===== src/rtl/rxd_pkg.sv =====
package rxd_pkg;
  typedef enum logic {
    ADDR_STATUS = 1'b0,
    ADDR_DATA   = 1'b1
  } rxd_addr_e;

  localparam logic [15:0] CRC_POLY_DEF    = 16'h1021;
  localparam logic [15:0] CRC_INIT_DEF    = 16'hFFFF;
  localparam logic [15:0] CRC_RESIDUE_DEF = 16'h0000;
endpackage


===== src/rtl/rxd_sync_corr.sv =====
module rxd_sync_corr #(
  parameter int SYNC_W   = 16,
  parameter int NUM_SYNC = 3,
  parameter int BYTE_W   = 8
) (
  input  logic                              clk_i,
  input  logic                              rst_ni,
  input  logic                              bit_i,
  input  logic                              stb_i,
  input  logic [NUM_SYNC-1:0][SYNC_W-1:0]   sync_word_i,
  input  logic [NUM_SYNC-1:0]               sync_en_i,
  output logic [NUM_SYNC-1:0]               hit_o,
  output logic [BYTE_W-1:0]                 byte_o
);
  logic [SYNC_W-1:0] win_q, win_next;

  assign win_next = {win_q[SYNC_W-2:0], bit_i};
  assign byte_o   = win_next[BYTE_W-1:0];

  always_ff @(posedge clk_i or negedge rst_ni) begin
    if (!rst_ni)    win_q <= '0;
    else if (stb_i) win_q <= win_next;
  end

  for (genvar k = 0; k < NUM_SYNC; k++) begin : g_cmp
    assign hit_o[k] = stb_i && sync_en_i[k] && (win_next == sync_word_i[k]);
  end
endmodule


===== src/rtl/rxd_crc.sv =====
module rxd_crc #(
  parameter int               CRC_W   = 16,
  parameter logic [CRC_W-1:0] POLY    = rxd_pkg::CRC_POLY_DEF,
  parameter logic [CRC_W-1:0] INIT    = rxd_pkg::CRC_INIT_DEF,
  parameter logic [CRC_W-1:0] RESIDUE = rxd_pkg::CRC_RESIDUE_DEF
) (
  input  logic clk_i,
  input  logic rst_ni,
  input  logic clr_i,
  input  logic upd_i,
  input  logic bit_i,
  output logic good_o
);
  logic [CRC_W-1:0] crc_q, crc_next;
  logic             fb;

  assign fb       = crc_q[CRC_W-1] ^ bit_i;
  assign crc_next = {crc_q[CRC_W-2:0], 1'b0} ^ (fb ? POLY : '0);
  // residue as it will stand after the current bit
  assign good_o   = (crc_next == RESIDUE);

  always_ff @(posedge clk_i or negedge rst_ni) begin
    if (!rst_ni)    crc_q <= INIT;
    else if (clr_i) crc_q <= INIT;
    else if (upd_i) crc_q <= crc_next;
  end
endmodule


===== src/rtl/rxd_status.sv =====
module rxd_status #(
  parameter int NUM_FLAGS = 5
) (
  input  logic                 clk_i,
  input  logic                 rst_ni,
  input  logic [NUM_FLAGS-1:0] set_i,
  input  logic                 clr_i,
  input  logic [NUM_FLAGS-1:0] mask_i,
  output logic [NUM_FLAGS-1:0] flags_o,
  output logic                 irq_no
);
  logic [NUM_FLAGS-1:0] flags_q;

  // a set in the clearing cycle wins
  always_ff @(posedge clk_i or negedge rst_ni) begin
    if (!rst_ni) flags_q <= '0;
    else         flags_q <= (clr_i ? '0 : flags_q) | set_i;
  end

  assign flags_o = flags_q;
  assign irq_no  = ~|(flags_q & mask_i);
endmodule


===== src/rtl/rx_deframer.sv =====
module rx_deframer #(
  parameter int SYNC_W   = 16,
  parameter int NUM_SYNC = 3,
  parameter int BYTE_W   = 8
) (
  input  logic                             clk_i,
  input  logic                             rst_ni,
  input  logic                             bit_i,
  input  logic                             bit_stb_i,
  input  logic [NUM_SYNC-1:0][SYNC_W-1:0]  sync_word_i,
  input  logic [NUM_SYNC-1:0]              sync_en_i,
  input  logic [NUM_SYNC+1:0]              irq_mask_i,
  input  logic                             rd_en_i,
  input  logic                             rd_addr_i,
  output logic [BYTE_W-1:0]                rd_data_o,
  output logic                             irq_no
);
  localparam int NUM_FLAGS = NUM_SYNC + 2;
  localparam int FLG_BYTE  = NUM_SYNC;
  localparam int FLG_CRC   = NUM_SYNC + 1;
  localparam int CNT_W     = (BYTE_W > 1) ? $clog2(BYTE_W) : 1;

  logic [NUM_SYNC-1:0]  sync_hit;
  logic                 sync_any;
  logic [BYTE_W-1:0]    win_byte;
  logic [BYTE_W-1:0]    data_q;
  logic [CNT_W-1:0]     cnt_q;
  logic                 byte_evt;
  logic                 crc_good;
  logic                 rd_clr;
  logic [NUM_FLAGS-1:0] flag_set;
  logic [NUM_FLAGS-1:0] flags_q;

  rxd_sync_corr #(
    .SYNC_W  (SYNC_W),
    .NUM_SYNC(NUM_SYNC),
    .BYTE_W  (BYTE_W)
  ) i_corr (
    .clk_i      (clk_i),
    .rst_ni     (rst_ni),
    .bit_i      (bit_i),
    .stb_i      (bit_stb_i),
    .sync_word_i(sync_word_i),
    .sync_en_i  (sync_en_i),
    .hit_o      (sync_hit),
    .byte_o     (win_byte)
  );

  assign sync_any = |sync_hit;
  assign byte_evt = bit_stb_i && !sync_any && (cnt_q == CNT_W'(BYTE_W - 1));

  always_ff @(posedge clk_i or negedge rst_ni) begin
    if (!rst_ni) begin
      cnt_q  <= '0;
      data_q <= '0;
    end else if (bit_stb_i) begin
      if (sync_any || byte_evt) cnt_q <= '0;
      else                      cnt_q <= cnt_q + 1'b1;
      if (byte_evt)             data_q <= win_byte;
    end
  end

  rxd_crc #(
    .CRC_W(16)
  ) i_crc (
    .clk_i (clk_i),
    .rst_ni(rst_ni),
    .clr_i (sync_any),
    .upd_i (bit_stb_i),
    .bit_i (bit_i),
    .good_o(crc_good)
  );

  assign rd_clr = rd_en_i && (rd_addr_i == rxd_pkg::ADDR_STATUS);

  always_comb begin
    flag_set                = '0;
    flag_set[NUM_SYNC-1:0]  = sync_hit;
    flag_set[FLG_BYTE]      = byte_evt;
    flag_set[FLG_CRC]       = byte_evt && crc_good;
  end

  rxd_status #(
    .NUM_FLAGS(NUM_FLAGS)
  ) i_status (
    .clk_i  (clk_i),
    .rst_ni (rst_ni),
    .set_i  (flag_set),
    .clr_i  (rd_clr),
    .mask_i (irq_mask_i),
    .flags_o(flags_q),
    .irq_no (irq_no)
  );

  always_comb begin
    rd_data_o = '0;
    if (rd_addr_i == rxd_pkg::ADDR_DATA) rd_data_o = data_q;
    else                                 rd_data_o[NUM_FLAGS-1:0] = flags_q;
  end
endmodule


===== config.mk =====
export PLATFORM = sky130hd
export DESIGN_NAME = rx_deframer
export DESIGN_NICKNAME = d
export VERILOG_FILES = /design/src/rtl/rxd_pkg.sv /design/src/rtl/rxd_sync_corr.sv /design/src/rtl/rxd_crc.sv /design/src/rtl/rxd_status.sv /design/src/rtl/rx_deframer.sv
export SDC_FILE = /design/constraint.sdc
export NUM_CORES = 1
export LEC_CHECK = 0
export BUFFER_PORTS_ARGS = -buffer_cell sky130_fd_sc_hd__buf_2
export CORE_ASPECT_RATIO = 0.9
export CORE_MARGIN = 2
export CORE_UTILIZATION = 45
export CTS_CLUSTER_SIZE = 12
export DETAILED_ROUTE_END_ITERATION = 16
export GPL_ROUTABILITY_DRIVEN = 0
export PLACE_DENSITY = 0.7
export SYNTH_ARGS = -nofsm -noshare
export SYNTH_HDL_FRONTEND = slang
export SYNTH_HIERARCHICAL = 1
export SYNTH_SLANG_ARGS = --single-unit

===== constraint.sdc =====
create_clock -name clk_i -period 3.17 [get_ports clk_i]
set_input_delay 0.634 -clock clk_i [delete_from_list [all_inputs] [get_ports clk_i]]
set_output_delay 0.634 -clock clk_i [all_outputs]
set_load 0.01 [all_outputs]

# Word level (Yosys, flattened, before mapping)
# Cells that the tools add are included.
[totals] regBits=47 out_inout_bits=9 inputBits=62
[op_classes] n_reduce_logical=18 n_bitwise=5 addsub=1 muxes=7 n_eq_ne=4
[op_table] cell="16-bit equality test" n=3
[op_table] cell="16-bit two-way mux" n=2
[op_table] cell="16-bit zero test" n=1
[op_table] cell="16-bit XOR" n=1
[op_table] cell="13-bit two-way mux" n=1
[op_table] cell="1-bit logical AND" n=10
[op_table] cell="5-bit two-way mux" n=2
[op_table] cell="3-bit two-way mux" n=2
[op_table] cell="5-bit AND" n=1
[op_table] cell="5-bit OR" n=1
[op_table] cell="5-bit OR reduction" n=1
[op_table] cell="3-bit by 1-bit adder with 3-bit output, second input constant" n=1
[op_table] cell="3-bit equality test, second input constant" n=1
[op_table] cell="3-bit OR reduction" n=1
[op_table] cell="1-bit zero test" n=2
[op_table] cell="2-bit AND reduction" n=1
[op_table] cell="2-bit nonzero test" n=1
[op_table] cell="1-bit logical OR" n=1
[op_table] cell="1-bit NOT" n=1
[op_table] cell="1-bit XOR" n=1

# Longest topological paths before layout
[logic_depth] word_depth=8 mapped_depth=9 ltp_nobuf=8

# Hierarchy
# Netlist, hierarchy kept.
[by_module_without_submodules] mod="rxd_sync_corr" cells_per_inst=106 area_each_um2=1166.1 n_inst=1
[by_module_without_submodules] mod="rxd_crc" cells_per_inst=65 area_each_um2=768.2 n_inst=1
[by_module_without_submodules] mod="rx_deframer" cells_per_inst=41 area_each_um2=570.5 n_inst=1
[by_module_without_submodules] mod="rxd_status" cells_per_inst=15 area_each_um2=190.2 n_inst=1

# Worst setup path before layout
# OpenSTA, ideal clock, no wires.
[synth_path] kind="input to register" startpoint="input bit_stb_i" endpoint="register i_crc.crc_q[5]" setup_ps=91 arrival_ps=2381 setup_slack_ps=698 stages=9 t_required_ps=3079 path_buffers=3 path_cell_list="buf_2 > nand3_1 > or4_1 > nor4_2 > or3_2 > clkbuf_1 > buf_2 > a21oi_1 > o31ai_1"
[synth_via] elab_chain_len=4 word_cells_on_any_way=9 classes_between="1 x mux; 8 x reduce/logical"
[synth_lines] item="from (decl)" line_no="rx_deframer.sv:9" source="input logic bit_stb_i,"
[synth_lines] item="1-bit logical AND (*) (2 in series)" line_no="rxd_sync_corr.sv:26" source="assign hit_o[k] = stb_i && sync_en_i[k] && (win_next == sync_word_i[k]);"
[synth_lines] item="via flag_set[1]" line_no="rx_deframer.sv:31" source="logic [NUM_FLAGS-1:0] flag_set;"
[synth_lines] item="3-bit OR reduction (*)" line_no="rx_deframer.sv:49" source="assign sync_any = |sync_hit;"
[synth_lines] item="via sync_any" line_no="rx_deframer.sv:24" source="logic sync_any;"
[synth_lines] item="16-bit two-way mux / 2-bit nonzero test (equally long branches)"
[synth_lines] item="to (signal assigned)" line_no="rxd_crc.sv:25" source="else if (upd_i) crc_q <= crc_next;"
[synth_lines] item="to (decl)" line_no="rxd_crc.sv:14" source="logic [CRC_W-1:0] crc_q, crc_next;"
# The timed path passes the listed nets; every way through them passes the cells marked *.
# A chain may end at the register's enable or synchronous reset.

# Worst setup path in the final report
[layout_path] startpoint="register i_corr.win_q[6]" endpoint="register data_q[2]"
[layout_via] elab_chain_len=7 word_cells_on_any_way=11 classes_between="3 x eq/ne; 8 x reduce/logical"
[layout_lines] item="from (decl)" line_no="rxd_sync_corr.sv:15" source="logic [SYNC_W-1:0] win_q, win_next;"
[layout_lines] item="from (signal assigned)" line_no="rxd_sync_corr.sv:22" source="else if (stb_i) win_q <= win_next;"
[layout_lines] item="16-bit equality test" line_no="rxd_sync_corr.sv:26"
[layout_lines] item="1-bit logical AND" line_no="rxd_sync_corr.sv:26"
[layout_lines] item="via flag_set[0]" line_no="rx_deframer.sv:31"
[layout_lines] item="3-bit OR reduction" line_no="rx_deframer.sv:49"
[layout_lines] item="1-bit zero test" line_no="rx_deframer.sv:50" source="assign byte_evt = bit_stb_i && !sync_any && (cnt_q == CNT_W'(BYTE_W - 1));"
[layout_lines] item="1-bit logical AND (2 in series)" line_no="rx_deframer.sv:50"
[layout_lines] item="2-bit AND reduction (no line)"
[layout_lines] item="to (signal assigned)" line_no="rx_deframer.sv:59" source="if (byte_evt) data_q <= win_byte;"
[layout_lines] item="to (decl)" line_no="rx_deframer.sv:26" source="logic [BYTE_W-1:0] data_q;"
# The timed path passes the listed nets, and every way through them passes these cells.

==> results_dict.tcl <==
set metrics [dict create \
    outcome "finished clean" \
    grt_pass1_vias 1946 \
    synth.distinct_cells 39 \
    worstPathArrival_ps 2730 \
    drv_slew 0 \
    post-place-cells 354 \
    vias 1870 \
    leakagePower_nw 1.50 \
    finalSetupViolCount 0 \
    fin_nets 355 \
    synthCells 227 \
    holdWs_ps 505 \
    critPathCaptureType "register" \
    crit_type "register to register" \
    syn_avg_cell_area_um2 11.9 \
    drv_cap 0 \
    drt-initial-drc-count 137 \
    port_buffers 70 \
    multiInputGateArea_mm2 0.00138 \
    tightest_slew_ps 1030 \
    syn_area_mm2 0.00270 \
    clock_latency_ps 300 \
    grt_first_pass_wirelength_mm 9.36 \
    dp_hpwl_mm 4.26 \
    cts.sinks 47 \
    wirelength_mm 5.64 \
    ys_warn_count 6 \
    drc 0 \
    ys_ff_latch 47 \
    ys_async_sr_fraction_pct 100 \
    grt_use_total_pct 18.0 \
    ir_worst_vdd_mv 0.393 \
    cp-start-kind "register" \
    synth_edf_count 0 \
    rows 26 \
    finalHoldViolCount 0 \
    avgViaCountPerCell 5.17 \
    die_area_mm2 0.00663 \
    cts-buffers-inserted 5 \
    final_cells 362 \
    ios 71 \
    cp_slowest_cell "or4_1" \
    cp_max_fo 9 \
    dr.pass1.iters 6 \
    final.min_clock_period_ps 2530 \
    layout.area.seq_mm2 0.00120 \
    htree_levels 2 \
    grt_overflow 0 \
    root_buffer "clkbuf_8" \
    setup_ws_ps 636 \
    setup_tns_ps 0 \
    report.power.total_mw 2.12 \
    cts_tree "yes" \
    critical_path.max_stage_delay_ps 600 \
    area.growth.synth_to_final_pct 17.1 \
    ys_seq_area_share_pct 44.4 \
    holdBufCountCts 0 \
    die_h_um 77.4 \
    rsz0062_at_grt "false" \
    ant_nets 0 \
    path_clk_slew_ps 90 \
    fin_crit_sh_pct 80.0 \
    cts_setup_buffers 0 \
    drive_gt1_share_pct 46.6 \
    r2r_slack_ps 640 \
    avgRoutedWirePerCell_um 15.6 \
    clk_path_buf_depth 2 \
    path_cells "xnor2_1, nand4_1, or4_1, nor4_2, nor4b_4, nand2_4, mux2_2" \
    die_w_um 85.6 \
    power.density_mw_per_mm2 672 \
    hp-class "primary input to async pin" \
    syn_nets 291 \
    initial_core_util_pct 47.1 \
    pre_cts_ws_ps 461 \
    grt_antenna_before_repair 0 \
    coreArea_mm2 0.00573 \
    synth_ff_type "dfrtp_1" \
    antenna_cells 0 \
    slew_headroom_pct 31.6 \
    max_freq_mhz 395 \
    finalClockSkew_ps 7.34 \
    crit_required_ps 3360 \
    grt_max_degree 48 \
    fill_cells 526 \
    post_cts_resized 0 \
]
==> metal layers <==
layer / part of all wire [%] / vias to the layer above / track usage (%) / wire, um
li1: - / 921 / - / -
met3: 3.6 / 13 / 3.40 / 202
met5: 0 / - / 0 / 0
met2: 46 / 47 / 28.6 / 2620
met1: 48 / 889 / 24.5 / 2690
met4: 2.3 / 0 / 6.35 / 127
==> cell families (layout without fill, tap and decap cells) <==
kind of cell / after synthesis / after routing / synth area share [%]
fa+ha+maj: 2 / 2 / 0.928
mux: 29 / 29 / 12.1
buf+inv: 19 / 84 / 4.55
simple gates: 54 / 54 / 13.7
compound gates: 26 / 26 / 7.75
xor+xnor: 50 / 50 / 16.5
flops: 47 / 47 / 44.4
==> per-stage QoR <==
stage	area [um2]	util, %
floorplan	2700	-
global placement	3040	53.1
detailed placement	3040	53.1
CTS	3160	55.1
global route	3160	55.1
finish	3160	55.1
==> path summary, 6_finish.rpt <==
path | start | endpoint | depth (start not counted)
min reg2reg | data_q[5]$_DFFE_PN0P_ | data_q[5]$_DFFE_PN0P_ | 1
max reg2reg | i_corr/win_q[6]$_DFFE_PN0P_ | data_q[2]$_DFFE_PN0P_ | 7
max in group asynchronous | rst_ni | i_status/flags_o[4]$_DFF_PN0_ | 1
max | i_corr/win_q[6]$_DFFE_PN0P_ | data_q[2]$_DFFE_PN0P_ | 7
min | rst_ni | i_corr/win_q[9]$_DFFE_PN0P_ | 1
min in group clk_i | data_q[5]$_DFFE_PN0P_ | data_q[5]$_DFFE_PN0P_ | 1
==> synthesized netlist by cell type (all sizes together) (2+ instances only) <==
cell type	instances	area share, %
and2b	6	1.7
nand2	5	0.97
mux2	29	12
a21oi	2	0.37
a21o	5	1.4
xnor2	40	13
buf	13	3.6
dfstp	16	16
nor2b	8	1.9
nor4	6	2.1
a211o	13	4.2
nand3	3	0.56
a22o	2	0.65
and2	5	1.2
or4	3	0.84
xor2	10	3.5
and3	2	0.51
clkbuf	2	0.28
inv	4	0.65
nor3	2	0.37
ha	2	0.93
nor2	3	0.42
dfrtp	31	29
nand4	9	2.1
==> power by group <==
part	switching, mW	leakage [nW]	total [mW]	internal (mW)
registers	0.221	0.553	1.04	0.816
logic	0.249	0.889	0.646	0.397
clock network	0.202	0.0581	0.437	0.235
==> critical path: cells and delay by family, from the launching register on <==
kind	cells	cell delay, ps
and+or+nand+nor	5	1370
DFF	1	500
muxes	1	350
xor gates and xnor gates	1	200
==> final cells by class <==
type                    instances  area share [%]
multi-input cells             161            43.6
clock buffers                   5            2.18
clock inverters                 3            1.39
flip-flops and latches         47            37.9
inverters                       4           0.555
well taps                      70            2.78
repair buffers                 72            11.6
==> cells in the final DEF (no fill, tap or decap), drive strengths merged <==
master  instances
o21bai          1
o31ai           1
dfrtp          31
a211o          13
ha              2
buf            72
a21oi           2
mux2           29
or4             3
or3             1
nand3           3
and2b           6
clkbuf          5
nand2           5
and3            2
and2            5
dfstp          16
inv             4
xnor2          40
a21o            5
nor4            6
clkinv          2
nor2            3
o21ai           1
nor2b           8
a222oi          1
xor2           10
nor3            2
a22o            2
nor4b           1
nand4           9
bufinv          1
==> state kept, by name, summed over array words and instances, names as in the netlist <==
signal	cells
cnt_q	3
data_q	8
i_crc/crc_q	16
i_status/flags_o	5
i_corr/win_q	15
No activity file was read; power rests on OpenSTA's default activity.
